### src/rtl/sh_adc_sequencer.sv
module sh_adc_sequencer #(
  parameter int CYC_PER_US = 50,
  parameter int TRACK_US   = 10,
  parameter int HOLD_US    = 60,
  parameter int MUXV_US    = 1,
  parameter int STARTV_US  = 2,
  parameter int SECOND_US  = 30,
  parameter int TIMEOUT_US = 15
) (
  input  logic        clk,
  input  logic        rst_n,
  input  logic        sample_go,
  input  logic        adc_busy,
  input  logic [7:0]  adc_data,
  output logic [2:0]  hold,
  output logic [2:0]  mux_addr,
  output logic        adc_cs_n,
  output logic        adc_rd_n,
  output logic        adc_hbyte,
  output logic        res_valid,
  output logic [11:0] res_data,
  output logic [1:0]  res_phase,
  output logic        res_current,
  output logic        conv_timeout
);
  localparam int TRK = TRACK_US * CYC_PER_US;
  localparam int FRM = TRK + HOLD_US * CYC_PER_US;
  localparam int TO  = TIMEOUT_US * CYC_PER_US;
  localparam int TW  = $clog2(FRM + 1);
  localparam int CW  = $clog2(TO + 1);
  localparam logic [TW-1:0] T_TRK  = TW'(TRK);
  localparam logic [TW-1:0] T_LAST = TW'(FRM - 1);
  localparam logic [TW-1:0] T_MV   = TW'(TRK + MUXV_US * CYC_PER_US - 1);
  localparam logic [TW-1:0] T_SV   = TW'(TRK + STARTV_US * CYC_PER_US - 1);
  localparam logic [TW-1:0] T_MI   = TW'(TRK + (MUXV_US + SECOND_US) * CYC_PER_US - 1);
  localparam logic [TW-1:0] T_SI   = TW'(TRK + (STARTV_US + SECOND_US) * CYC_PER_US - 1);
  localparam logic [CW-1:0] T_TO   = CW'(TO - 1);

  typedef enum logic [1:0] {C_IDLE, C_CONV, C_RDHI, C_RDLO} cst_t;

  logic          active;
  logic [TW-1:0] tick;
  logic [1:0]    phase;
  logic [CW-1:0] tcnt;
  cst_t          cst;
  logic          busy_q;
  logic [3:0]    hi_q;
  logic          cur_q;

  wire eoc     = adc_busy & ~busy_q;
  wire in_hold = active && (tick >= T_TRK);

  genvar p;
  generate
    for (p = 0; p < 3; p++) begin : g_hold
      assign hold[p] = in_hold && (phase == 2'(p));
    end
  endgenerate

  assign adc_cs_n  = (cst == C_IDLE);
  assign adc_rd_n  = (cst == C_IDLE);
  assign adc_hbyte = (cst == C_RDHI);

  always_ff @(posedge clk) begin
    if (!rst_n) begin
      active   <= 1'b0;
      tick     <= '0;
      phase    <= 2'd0;
      mux_addr <= 3'b111;
      busy_q   <= 1'b1;
    end else begin
      busy_q <= adc_busy;
      if (!active) begin
        if (sample_go) begin
          active <= 1'b1;
          tick   <= '0;
        end
      end else if (tick == T_LAST) begin
        active <= 1'b0;
        tick   <= '0;
        phase  <= (phase == 2'd2) ? 2'd0 : phase + 2'd1;
      end else begin
        tick <= tick + 1'b1;
      end
      if (active && tick == T_MV) mux_addr <= {phase, 1'b0};
      if (active && tick == T_MI) mux_addr <= {phase, 1'b1};
    end
  end

  always_ff @(posedge clk) begin
    if (!rst_n) begin
      cst          <= C_IDLE;
      tcnt         <= '0;
      hi_q         <= '0;
      cur_q        <= 1'b0;
      res_valid    <= 1'b0;
      res_data     <= '0;
      res_phase    <= '0;
      res_current  <= 1'b0;
      conv_timeout <= 1'b0;
    end else begin
      res_valid    <= 1'b0;
      conv_timeout <= 1'b0;
      case (cst)
        C_IDLE: if (active && (tick == T_SV || tick == T_SI)) begin
          cst   <= C_CONV;
          tcnt  <= '0;
          cur_q <= (tick == T_SI);
        end
        C_CONV: begin
          if (eoc) begin
            cst <= C_RDHI;
          end else if (tcnt == T_TO) begin
            conv_timeout <= 1'b1;
            cst          <= C_IDLE;
          end else begin
            tcnt <= tcnt + 1'b1;
          end
        end
        C_RDHI: begin
          hi_q <= adc_data[3:0];
          cst  <= C_RDLO;
        end
        default: begin
          res_data    <= {hi_q, adc_data};
          res_phase   <= phase;
          res_current <= cur_q;
          res_valid   <= 1'b1;
          cst         <= C_IDLE;
        end
      endcase
    end
  end
endmodule

### config.mk
export PLATFORM = sky130hd
export DESIGN_NAME = sh_adc_sequencer
export DESIGN_NICKNAME = d
export VERILOG_FILES = /design/src/rtl/sh_adc_sequencer.sv
export SDC_FILE = /design/constraint.sdc
export NUM_CORES = 1
export LEC_CHECK = 0
export ABC_AREA = 1
export BUFFER_PORTS_ARGS = -buffer_cell sky130_fd_sc_hd__buf_2
export CORE_ASPECT_RATIO = 0.9
export CORE_MARGIN = 2
export CORE_UTILIZATION = 35
export CTS_BUF_LIST = sky130_fd_sc_hd__clkbuf_16
export DETAILED_ROUTE_END_ITERATION = 8
export PLACE_DENSITY = 0.58
export SYNTH_ARGS = -nofsm -noshare
export SYNTH_HDL_FRONTEND = slang
export SYNTH_SLANG_ARGS = --single-unit
### constraint.sdc
create_clock -name clk -period 2.8 [get_ports clk]
set_clock_uncertainty 0.1 [all_clocks]
set_input_delay 0.14 -clock clk [delete_from_list [all_inputs] [get_ports clk]]
set_output_delay 0.14 -clock clk [all_outputs]
set_load 0.005 [all_outputs]
==> impl_results.md <==
* Outcome: finished, final reports clean
* Mapped Area at 2560 um2
* Area share of the largest cell type after synthesis at 0.414
* Global-route wire length before repair at 10800 um
* Max Slew Vio Count at 0
* DP HPWL at 4410 um
* Total Wirelength at 6080 um
* Syn Area/Cell at 6.72 um2
* GRT Overall Usage at 0.167
* Setup TNS at 0 ns
* CTS tree: done
* Final setup fails at 0
* R2R cell count at 10
* Post-CTS setup buffers at 0
* Leakage power at 1.29 nW
* Max-slew headroom at 0.437
* Top post-synthesis cells by area: dfxtp_1 41%, nand2_1 12%, nor2_1 11%
* Antenna-violating nets left at 0
* Number of port buffers at 37
* Worst Path Required at 2.89 ns
* Final period util at 0.664
* Dpl cell area at 2810 um2
* Crit path arrival time at 1.95 ns
* CP max stage cell: dfxtp_1
* Largest area contributor in the netlist: dfxtp_1
* Clock root buffer: clkbuf_16
* Max-Cap Viols at 0
* Post-synth EDFFs at 0
* Hold EP: res_data[5]
* R2r setup slk at 0.94 ns
* Buf/Inv on CP at 1
* Synthesized instance count at 381
* P&R area growth vs syn at 17.7%
* Chip Height at 85.1 um
* Actual slew at the worst max-slew pin at 0.841 ns
* Number of detailed-route iterations in the first pass at 4
* R2r startpoint: tick[0]
* Max incr delay on CP at 0.40 ns
* Cell Rows at 29
* Clock buffer count from CTS at 5
* Final Core Density at 0.426
* CTS sink cnt at 53
* Final hold violations at 0
* CP delay by family, top: simple AND/OR/NAND/NOR gates
* Io pins at 38
* Most used cell, CP: nor2_1
* CTS H-tree lvls at 2
* GRT Residual Overflow at 0
* Fin crit period at 1.86 ns
* Synth Net Count at 398
* Most common cell after layout, fill and taps aside: nand2_1
* Ys async rst share at 0
* ANT cells at 0
* Yosys warning count at 0
* Drt drc at 0
* CTS max path bufs at 2
* Worst VDD drop at 0.271 mV
* Die X at 94.2 um
* Power per Cell Area at 502 nW/um2
* RSZ-0062 raised after global routing: false
* Critical path class: register to register
* WL/cell at 11.9 um
* Crit. End Element: register
* Initial DRC Count at 76
* Ys flop type: dfxtp_1
* Worst Hold Depth at 3
* CORE AREA at 7080 um2
* Crit path cell chain: ha_1 > nand3_2 > nor2_1 > nand2_1 > nand2_1 > nand3_2 > nand2_4 > inv_2 > nor2_1 > nor2_1
* Antenna violations before repair at 0
* F_max at 538 MHz
* Worst hold start: adc_data[5]
* Register bit total from synthesis at 53
* Clk slew on worst S/H paths at 0.07 ns
* Share of layout cells above drive strength 1 at 0.141
* Critical path peak fanout at 11
* Netlist cell types at 28
* Sequential share of the synthesized area at 0.414
* Design Area, Final at 3010 um2
* Via count of the first global-routing pass at 2311
* Setup crit start kind: register
* RR Endpoint: tcnt[0]
* GPL Wtd Cong at 0.903
* Initial Utilization at 0.362
* Vias/cell at 4.71
* DR vias at 2413
* Worst-skew pair later-pin latency at 0.29 ns
* HP Class: input pin to register
* Final net count at 435
* Die Area at 8020 um2
* Commonest non-fill, non-tap cells in the layout: 82 x nand2_1, 73 x nor2_1, 53 x dfxtp_1
* Pin count of the biggest net entering global routing at 37
## how the worst max path moves through the flow
stage | slack (ns) | depth (start not counted) | endpoint | start
6_report | 0.94 | 10 | tcnt[0] | tick[0]
5_1_grt | 0.77 | 10 | tcnt[0] | tick[0]
3_3_place_gp | 1.03 | 10 | tcnt[2] | tick[0]
4_1_cts | 0.92 | 10 | tcnt[0] | tick[0]
3_5_place_dp | 0.93 | 10 | tcnt[0] | tick[0]
2_1_floorplan | 1.22 | 10 | cur_q | tick[0]
## final cells by class
type | instances | area (um2)
clock buffers | 5 | 125
clock inverters | 3 | 42.5
fillers | 761 | 4060
inverters | 39 | 146
multi-input cells | 276 | 1280
flip-flops and latches | 53 | 1060
well taps | 93 | 116
repair buffers | 43 | 240
## timing repair
item                      in CTS  in global routing
resized for setup              0                  0
hold buffers                   4                  0
hold endpoints to repair       4                  0
## sequential cells by signal, indices dropped and copies added, names as in the netlist
signal,flops
res_current,1
hi_q,4
cst,2
phase,2
busy_q,1
res_phase,2
mux_addr,3
conv_timeout,1
tick,12
res_data,12
res_valid,1
active,1
cur_q,1
tcnt,10
## synthesized netlist by cell type, types with 2 or more instances
cell type and count:
xor2_1 3, buf_6 2, nand3b_1 3, a21oi_1 26, o21ai_0 28, clkbuf_1 7, nor2_2 5, nand4_1 2
dfxtp_1 53, nor3_1 9, inv_1 35, nand3_1 29, nor2_1 73, nand3_2 2, ha_1 5, buf_2 3
inv_2 3, o211ai_1 2, nand2_1 82
## per-layer routing
metal  GRT usage  share of wire  wire [um]
met4      0.0395          0.010         61
met3      0.0329          0.039        237
met5           0              0          0
met1       0.236           0.51       3100
met2       0.263           0.44       2680
## logic make-up after synthesis
group	count (synthesis)	share of synthesized area
and+or+nand+nor	211	0.352
AOI/OAI and AO/OA	57	0.113
DFF	53	0.414
buffers and inverters	52	0.0850
adders and majority gates	5	0.0244
xor gates and xnor gates	3	0.0103
## metrics by stage
stage / power [mW] / cells / setup WS (ns) / hold WS, ns
floorplan: 0.808 / 381 / 1.22 / 0.136
global placement: 0.828 / 500 / 1.03 / 0.236
detailed placement: 0.828 / 500 / 0.933 / 0.240
CTS: 1.53 / 512 / 0.919 / 0.00518
global route: 1.57 / 512 / 0.769 / 0.0194
finish: 1.51 / 512 / 0.940 / 0.00969
## worst register-to-register path, cell delays in order, from the launching register on
cell,delay (ns)
dfxtp_1,0.40
ha_1,0.28
nand3_2,0.09
nor2_1,0.11
nand2_1,0.07
nand2_1,0.10
nand3_2,0.22
nand2_4,0.21
inv_2,0.06
nor2_1,0.08
nor2_1,0.05
## power by group
part / leakage, nW / internal (mW) / switching [mW] / total (mW)
combinational: 0.777 / 0.0193 / 0.0338 / 0.0531
clock: 0.0852 / 0.420 / 0.276 / 0.697
sequential: 0.428 / 0.757 / 0.00519 / 0.762
total: 1.29 / 1.20 / 0.315 / 1.51
(Power assumes the default switching activity.)
